===== src/rtl/pkt_rx_pkg.sv =====
package pkt_rx_pkg;

  localparam logic [1:0] LM_FIXED = 2'b00;
  localparam logic [1:0] LM_VAR   = 2'b01;
  localparam logic [1:0] LM_MAX   = 2'b10;

  typedef enum logic [2:0] {
    ST_IDLE,
    ST_SEARCH,
    ST_PKT,
    ST_CRC,
    ST_STAT0,
    ST_STAT1,
    ST_OVF
  } rx_state_e;

  typedef struct packed {
    logic is_len;
    logic len_reject;
    logic addr_reject;
  } hdr_verdict_t;

endpackage


===== src/rtl/pkt_rx_hdr_check.sv =====
module pkt_rx_hdr_check
  import pkt_rx_pkg::*;
#(
  parameter int DATA_W = 8,
  parameter int IDX_W  = 2
) (
  input  logic [1:0]        len_mode,
  input  logic [IDX_W-1:0]  idx,
  input  logic [DATA_W-1:0] data,
  input  logic [DATA_W-1:0] limit,
  input  logic              addr_en,
  input  logic [DATA_W-1:0] addr,
  output hdr_verdict_t      verdict
);

  logic             has_len;
  logic [IDX_W-1:0] addr_pos;

  always_comb begin
    has_len  = (len_mode != LM_FIXED);
    // a length byte pushes the address one position later
    addr_pos = has_len ? IDX_W'(1) : '0;
    verdict.is_len      = has_len && (idx == '0);
    verdict.len_reject  = verdict.is_len && (len_mode == LM_MAX) && (data > limit);
    verdict.addr_reject = addr_en && (idx == addr_pos) && (data != addr);
  end

endmodule


===== src/rtl/pkt_rx_len_ctr.sv =====
module pkt_rx_len_ctr #(
  parameter int LEN_W = 8,
  parameter int IDX_W = 2
) (
  input  logic             clk,
  input  logic             rst_n,
  input  logic             clear,
  input  logic             load,
  input  logic [LEN_W-1:0] load_val,
  input  logic             step,
  output logic [IDX_W-1:0] idx,
  output logic             remain_one
);

  localparam logic [IDX_W-1:0] IDX_SAT = '1;

  logic [LEN_W-1:0] remain;

  always_ff @(posedge clk or negedge rst_n) begin
    if (!rst_n) begin
      idx    <= '0;
      remain <= '0;
    end else begin
      if (clear)
        idx <= '0;
      else if (step && idx != IDX_SAT)
        idx <= idx + 1'b1;
      if (load)
        remain <= load_val;
      else if (step && remain != '0)
        remain <= remain - 1'b1;
    end
  end

  assign remain_one = (remain == LEN_W'(1));

endmodule


===== src/rtl/pkt_rx_flag.sv =====
module pkt_rx_flag (
  input  logic clk,
  input  logic rst_n,
  input  logic set,
  input  logic clr,
  output logic q
);

  always_ff @(posedge clk or negedge rst_n) begin
    if (!rst_n)
      q <= 1'b0;
    else if (set)
      q <= 1'b1;
    else if (clr)
      q <= 1'b0;
  end

endmodule


===== src/rtl/pkt_rx_filter.sv =====
module pkt_rx_filter
  import pkt_rx_pkg::*;
#(
  parameter int DATA_W = 8
) (
  input  logic              clk,
  input  logic              rst_n,
  input  logic [1:0]        cfg_len_mode,
  input  logic [DATA_W-1:0] cfg_pkt_len,
  input  logic              cfg_addr_en,
  input  logic [DATA_W-1:0] cfg_addr,
  input  logic              cfg_append_status,
  input  logic              cfg_crc_autoflush,
  input  logic              cfg_eop_search,
  input  logic              rx_start,
  input  logic              sync_detected,
  input  logic              in_valid,
  input  logic [DATA_W-1:0] in_data,
  input  logic              crc_done,
  input  logic              crc_ok,
  input  logic [DATA_W-1:0] stat_a,
  input  logic [DATA_W-2:0] stat_b,
  input  logic              fifo_full,
  input  logic              fifo_rd,
  input  logic              flush_req,
  output logic              fifo_wr_valid,
  output logic [DATA_W-1:0] fifo_wr_data,
  output logic              fifo_wr_last,
  output logic              fifo_wr_drop,
  output logic              fifo_flush,
  output logic              pkt_active,
  output logic              crc_good
);

  localparam int LEN_W = DATA_W;
  localparam int IDX_W = 2;

  rx_state_e        state, state_d;
  logic             ok_q, ok_d;
  logic             ctr_clear, ctr_load, ctr_step;
  logic [LEN_W-1:0] load_val;
  logic [IDX_W-1:0] idx;
  logic             remain_one;
  logic             good_set;
  logic             last_byte;
  rx_state_e        eop_next;
  hdr_verdict_t     verdict;

  pkt_rx_hdr_check #(.DATA_W(DATA_W), .IDX_W(IDX_W)) hdr_i (
    .len_mode (cfg_len_mode),
    .idx      (idx),
    .data     (in_data),
    .limit    (cfg_pkt_len),
    .addr_en  (cfg_addr_en),
    .addr     (cfg_addr),
    .verdict  (verdict)
  );

  pkt_rx_len_ctr #(.LEN_W(LEN_W), .IDX_W(IDX_W)) ctr_i (
    .clk        (clk),
    .rst_n      (rst_n),
    .clear      (ctr_clear),
    .load       (ctr_load),
    .load_val   (load_val),
    .step       (ctr_step),
    .idx        (idx),
    .remain_one (remain_one)
  );

  pkt_rx_flag good_i (
    .clk   (clk),
    .rst_n (rst_n),
    .set   (good_set),
    .clr   (fifo_rd),
    .q     (crc_good)
  );

  assign eop_next = cfg_eop_search ? ST_SEARCH : ST_IDLE;

  always_comb begin
    state_d       = state;
    ok_d          = ok_q;
    fifo_wr_valid = 1'b0;
    fifo_wr_data  = in_data;
    fifo_wr_last  = 1'b0;
    fifo_wr_drop  = 1'b0;
    fifo_flush    = 1'b0;
    ctr_clear     = 1'b0;
    ctr_load      = 1'b0;
    ctr_step      = 1'b0;
    load_val      = in_data;
    good_set      = 1'b0;
    last_byte     = 1'b0;
    unique case (state)
      ST_IDLE: begin
        if (flush_req)
          fifo_flush = 1'b1;
        else if (rx_start)
          state_d = ST_SEARCH;
      end
      ST_SEARCH: begin
        if (sync_detected) begin
          ctr_clear = 1'b1;
          if (cfg_len_mode == LM_FIXED) begin
            ctr_load = 1'b1;
            load_val = cfg_pkt_len;
            state_d  = (cfg_pkt_len == '0) ? ST_CRC : ST_PKT;
          end else begin
            state_d = ST_PKT;
          end
        end
      end
      ST_PKT: begin
        if (in_valid) begin
          if (verdict.len_reject || verdict.addr_reject) begin
            fifo_wr_drop = 1'b1;
            state_d      = ST_SEARCH;
          end else if (fifo_full) begin
            state_d = ST_OVF;
          end else begin
            fifo_wr_valid = 1'b1;
            ctr_step      = 1'b1;
            ctr_load      = verdict.is_len;
            last_byte     = verdict.is_len ? (in_data == '0) : remain_one;
            if (last_byte) begin
              fifo_wr_last = !cfg_append_status;
              state_d      = ST_CRC;
            end
          end
        end
      end
      ST_CRC: begin
        if (crc_done) begin
          ok_d     = crc_ok;
          good_set = crc_ok;
          if (!crc_ok && cfg_crc_autoflush) begin
            fifo_flush = 1'b1;
            state_d    = eop_next;
          end else if (cfg_append_status) begin
            state_d = ST_STAT0;
          end else begin
            state_d = eop_next;
          end
        end
      end
      ST_STAT0: begin
        if (fifo_full) begin
          state_d = ST_OVF;
        end else begin
          fifo_wr_valid = 1'b1;
          fifo_wr_data  = stat_a;
          state_d       = ST_STAT1;
        end
      end
      ST_STAT1: begin
        if (fifo_full) begin
          state_d = ST_OVF;
        end else begin
          fifo_wr_valid = 1'b1;
          fifo_wr_data  = {ok_q, stat_b};
          fifo_wr_last  = 1'b1;
          state_d       = eop_next;
        end
      end
      ST_OVF: begin
        if (flush_req) begin
          fifo_flush = 1'b1;
          state_d    = ST_IDLE;
        end
      end
      default: state_d = ST_IDLE;
    endcase
  end

  always_ff @(posedge clk or negedge rst_n) begin
    if (!rst_n) begin
      state <= ST_IDLE;
      ok_q  <= 1'b0;
    end else begin
      state <= state_d;
      ok_q  <= ok_d;
    end
  end

  assign pkt_active = (state == ST_PKT) || (state == ST_CRC);

endmodule


===== config.mk =====
export PLATFORM = sky130hd
export DESIGN_NAME = pkt_rx_filter
export DESIGN_NICKNAME = d
export VERILOG_FILES = /design/src/rtl/pkt_rx_pkg.sv /design/src/rtl/pkt_rx_hdr_check.sv /design/src/rtl/pkt_rx_len_ctr.sv /design/src/rtl/pkt_rx_flag.sv /design/src/rtl/pkt_rx_filter.sv
export SDC_FILE = /design/constraint.sdc
export NUM_CORES = 1
export LEC_CHECK = 0
export ABC_AREA = 1
export BUFFER_PORTS_ARGS = -buffer_cell sky130_fd_sc_hd__buf_2
export CAP_MARGIN = 30
export CORE_MARGIN = 2
export CORE_UTILIZATION = 45
export CTS_CLUSTER_DIAMETER = 40
export DETAILED_ROUTE_END_ITERATION = 10
export PLACE_DENSITY = 0.71
export SYNTH_ARGS = -nofsm -noshare
export SYNTH_HDL_FRONTEND = slang
export SYNTH_HIERARCHICAL = 1
export SYNTH_SLANG_ARGS = --single-unit
export TNS_END_PERCENT = 30

===== constraint.sdc =====
create_clock -name clk -period 2.5 [get_ports clk]
set_input_delay 0.125 -clock clk [delete_from_list [all_inputs] [get_ports clk]]
set_output_delay 0.125 -clock clk [all_outputs]
set_load 0.05 [all_outputs]

# Word-level counts from Yosys, hierarchy flattened
# Index checks and enable logic that the tools add are counted.
# W data, S select, Z words.
[totals] out_inout_bits=14 elab_cells=110 inputBits=55 regBits=15
[op_classes] eq_ne=18 n_addsub=2 muxes=58 reduce_logical=26 n_lt_le_gt_ge=1
[op_table] operator="$mux W8" n=7
[op_table] operator="$mux W3" n=12
[op_table] operator="$mux W1" n=30
[op_table] operator="$pmux W3 S7" n=1
[op_table] operator="$logic_not A8 Y1" n=2
[op_table] operator="$pmux W8 S2" n=1
[op_table] operator="$ne A2 B2 Y1 const B" n=7
[op_table] operator="$eq A3 B3 Y1 const B" n=3
[op_table] operator="$eq A8 B1 Y1 const B" n=1
[op_table] operator="$gt A8 B8 Y1" n=1
[op_table] operator="$logic_and A1 B1 Y1" n=8
[op_table] operator="$ne A8 B8 Y1" n=1
[op_table] operator="$pmux W1 S2" n=4
[op_table] operator="$reduce_bool A2 Y1" n=4
[op_table] operator="$reduce_bool A8 Y1" n=1
[op_table] operator="$sub A8 B1 Y8 const B" n=1
[op_table] operator="$reduce_and A7 Y1" n=1
[op_table] operator="$eq A3 B2 Y1 const B" n=2
[op_table] operator="$mux W2" n=3
[op_table] operator="$logic_not A2 Y1" n=2
[op_table] operator="$ne A4 B4 Y1 const B" n=1
[op_table] operator="$reduce_or A2 Y1" n=2
[op_table] operator="$eq A3 B1 Y1 const B" n=1
[op_table] operator="$logic_not A3 Y1" n=1
[op_table] operator="other kinds (6)" n=8

# Depth between registers and ports, before layout
[logic_depth] word_depth=12 ltp_mapped=17 mapped_depth_nobuf=17

# By module
# Netlist, hierarchy kept.
[modules_own_cells] mod="pkt_rx_filter" n_inst=1 seq_area_each_um2=100.1 cells_per_inst=149 area_each_um2=872.1
[modules_own_cells] mod="pkt_rx_len_ctr" n_inst=1 seq_area_each_um2=250.2 cells_per_inst=105 area_each_um2=740.7
[modules_own_cells] mod="pkt_rx_hdr_check" n_inst=1 seq_area_each_um2=0.0 cells_per_inst=92 area_each_um2=457.9
[modules_own_cells] mod="pkt_rx_flag" n_inst=1 seq_area_each_um2=25.0 cells_per_inst=5 area_each_um2=40.0

# Least setup slack after synthesis
# Ideal clock, no wire load.
[synth_timing] path_kind="reg2out" from="register state[0]" to="output port fifo_flush" path_stages_with_launch=6 arrival_ps=1887 required_time_ps=2375 slack_ps=488 path_cell_list="dfrtp_1 -> buf_8 -> nand2_1 -> nor2_1 -> nand2_1 -> o21ai_0"
[synth_via] elab_chain_len=3 word_cells_on_any_way=5
[synth_rtl] item="from (decl)" line_no="pkt_rx_filter.sv:38" rtl="rx_state_e state, state_d;"
[synth_rtl] item="from (signal assigned)" line_no="pkt_rx_filter.sv:180" rtl="state <= state_d;"
[synth_rtl] item="$eq A3 B3 Y1 / $logic_not A3 Y1 (equally long branches)" line_no="pkt_rx_filter.sv:94" rtl="unique case (state)"
[synth_rtl] item="$reduce_or A2 Y1 (no source line)"
[synth_rtl] item="$pmux W1 S2 (*)" line_no="pkt_rx_filter.sv:94"
[synth_rtl] item="to (decl)" line_no="pkt_rx_filter.sv:30" rtl="output logic fifo_flush,"
# Every way passes the cells marked *; elsewhere a longest branch is shown, timed or not.

==> run summary <==
Sequential area share after synthesis: 17.8%
Worst Hold Class: in2reg
Vias per cell: 4.75
Classification of the worst setup path: reg2reg
Slew margin rel.: 71.5%
1st-iter DRT viols: 134
Max Clk Rate: 0.456 GHz
Routability Congestion: 0.932
Setup violation total in the final timing report: 0
Ratio of cells with drive above 1 in the final layout: 28.2%
Post-route insts no fill: 471
CP arrival: 2.33 ns
Crit path time final: 2.20 ns
CTS sink count: 15
Pin count of the biggest net entering global routing: 18
FILL cells: 447
Cells along the critical path: o21bai_4 -> nand4_1 -> nor2_1 -> nor3_2 -> nand3_2 -> o21ai_0 -> inv_1 -> nand2_2 -> inv_1 -> nand2_1 -> nand2_1
Hold Vio Cnt, Final: 0
Top Ports: 69
Netlist cell types: 38
Routed via count: 2235
Die height: 72.5 um
CP peak stage delay: 0.43 ns
Switch share: 54.8%
Post-synthesis xor/xnor area fraction: 0%
Syn-to-layout area delta: 19.5%
Clock network power share: 9.5%
# rows: 24
Lkg Pwr: 1.49 nW
Die footprint: 5250 um2
Drt total wl: 5110 um
CP startpoint kind: flop
Tot GR Track Use: 20.7%
Root Driver: clkbuf_8
Slowest stage cell, crit path: dfrtp_1
N_diodes: 0
Vias in the first global route: 2106
Mean Syn Cell Area: 6.01 um2
Simple-gate share of the synthesized area: 46.9%
DR pass1 iterations: 5
Post-synthesis mux area share: 0%
Sequential share of power: 25.3%
Power Density: 799 nW/um2
Fin Setup TNS: 0 ns
Inst Count DP: 466
Worst EP required: 2.63 ns
Yosys warnings: 6
Worst Path Max Fanout: 11
CTS tree: done
Maximum vdd drop: 0.518 mV
Syn Std Cell Area: 2110 um2
# DRC: 0
H-tree depth: 1
Avg WL per Cell: 10.9 um
Sw power: 1.10 mW
Clock Latency Late Sink: 0.24 ns
NumNets Final: 487
Cts hold-fix bufs: 1
Tightest Pin Transition: 0.428 ns
ANT nets after route: 0
Crit path capture type: flop
Initial Utilization: 47.5%
FF+latch area: 375 um2
RSZ-0062 raised after global routing: false
Die Wd: 72.5 um
Register bit count reported by yosys: 15
Post-Synth Adder-Cell Area: 7.11%
Port bufs: 68
Cell count after synthesis: 351
Max clock buf depth: 2
Clk_skew: 0.00240 ns
CTS buffer count: 3
Final Max Tran Viols: 0
CTS resizes: 0
Compound-Gate Fraction of Synth Area: 14.2%
Largest family of logic cells by synthesized area: simple AND/OR/NAND/NOR gates
Synth Net Count: 418
Grt total ovfl: 0
Outcome: finished, final reports clean
Tot Pwr: 2.01 mW
Cell Int Power: 0.910 mW
Post-CTS Setup Bufs: 0
Post-DP HPWL: 4410 um
Multi-input gate area: 1440 um2
Max Cap Violations: 0
CTS clk-pin slew, worst paths: 0.06 ns
First-pass GRT wire length: 8850 um
Core area: 4440 um2
Comb pwr share: 65.2%
Initial antenna violation count: 0
Fin crit share: 87.8%
## power by group through the flow
stage | Sequential, mW | Clock (mW) | Combinational (mW)
global route | 0.535 | 0.214 | 1.48
finish | 0.509 | 0.192 | 1.31
floorplan | 0.446 | 0 | 1.14
detailed placement | 0.512 | 0 | 1.32
CTS | 0.510 | 0.202 | 1.32
global placement | 0.512 | 0 | 1.31
## path summary, 6_finish.rpt
path / from / to / slack, ns / depth (start not counted)
max in group asynchronous: rst_n / ctr_i/remain[7] / 1.93 / 2
setup / recovery: ctr_i/idx[0] / ctr_i/remain[2] / 0.30 / 11
min in group asynchronous: rst_n / ok_q / 0.32 / 2
hold reg to reg: good_i/q / good_i/q / 0.46 / 2
setup reg to reg: ctr_i/idx[0] / ctr_i/remain[2] / 0.30 / 11
hold / removal: fifo_rd / good_i/q / 0.11 / 4
## Yosys cell counts, drive strengths merged
library cell / number / area share, %
and3: 1 / 0.30
inv: 63 / 11
or2: 2 / 0.59
nor3b: 1 / 0.36
a21o: 1 / 0.36
nand4: 2 / 0.59
a21oi: 8 / 2.8
o211ai: 6 / 2.1
nor3: 6 / 2.2
a22oi: 2 / 0.71
ha: 12 / 7.1
dfrtp: 15 / 18
nand2: 129 / 24
o21ai: 19 / 6.3
nand3b: 1 / 0.36
o31ai: 1 / 0.36
buf: 4 / 2.3
a31oi: 1 / 0.30
nand3: 23 / 7.2
clkbuf: 2 / 0.41
o21bai: 1 / 0.89
a211o: 1 / 0.42
nor2: 50 / 11
## cell type report
type | instances | share of cell area [%]
Timing Repair Buffer | 70 | 14.2
Clock buffer | 3 | 1.64
Sequential cell | 15 | 14.9
Clock inverter | 1 | 0.198
Multi-Input combinational cell | 267 | 57.1
Tap cell | 52 | 2.58
Inverter | 63 | 9.38
## flip-flops by register name, indices dropped and copies added, names as in the netlist
register      cells
good_i/q          1
ctr_i/remain      8
ctr_i/idx         2
state             3
ok_q              1
## cell families after synthesis
| family | Yosys count |
|---|---|
| AO/OA/AOI/OAI | 40 |
| AND/OR/NAND/NOR | 215 |
| flip-flops | 15 |
| adder cells (fa/ha/maj) | 12 |
| buffers and inverters | 69 |
## layer usage
metal / GRT usage [%] / share of wire [%] / vias up
li1: - / - / 1224
met1: 27.8 / 47 / 949
met2: 36.0 / 46 / 58
met3: 3.47 / 5.9 / 4
met4: 2.67 / 0.49 / 0
met5: 0 / 0 / -
## cell usage in the layout (no fill, tap or decap), drive strengths merged, types with 3 or more instances in the layout
| master | synthesis | layout |
|---|---|---|
| nand2 | 129 | 129 |
| buf | 4 | 69 |
| inv | 63 | 63 |
| nor2 | 50 | 50 |
| nand3 | 23 | 23 |
| o21ai | 19 | 19 |
| dfrtp | 15 | 15 |
| ha | 12 | 12 |
| a21oi | 8 | 8 |
| o211ai | 6 | 6 |
| nor3 | 6 | 6 |
| clkbuf | 2 | 3 |
## worst max-delay path, delay by kind of cell, from the launching register on
family	cells	cell delay [ns]
compound gates	2	0.43
buf+inv	2	0.27
flops	1	0.43
simple gates	7	0.94
## metrics by stage
stage	hold WS [ns]	utilization [%]	setup slack (ns)	instance area, um2
final	0.106	56.8	0.305	2520
after global routing	0.117	56.8	0.0507	2520
after CTS	0.104	56.8	0.305	2520
after detailed placement	0.0539	55.5	0.119	2470
after global placement	0.0479	55.5	0.269	2470
after floorplan	-0.171	-	0.488	2110
Note: power is estimated with default switching activity, not from simulation.
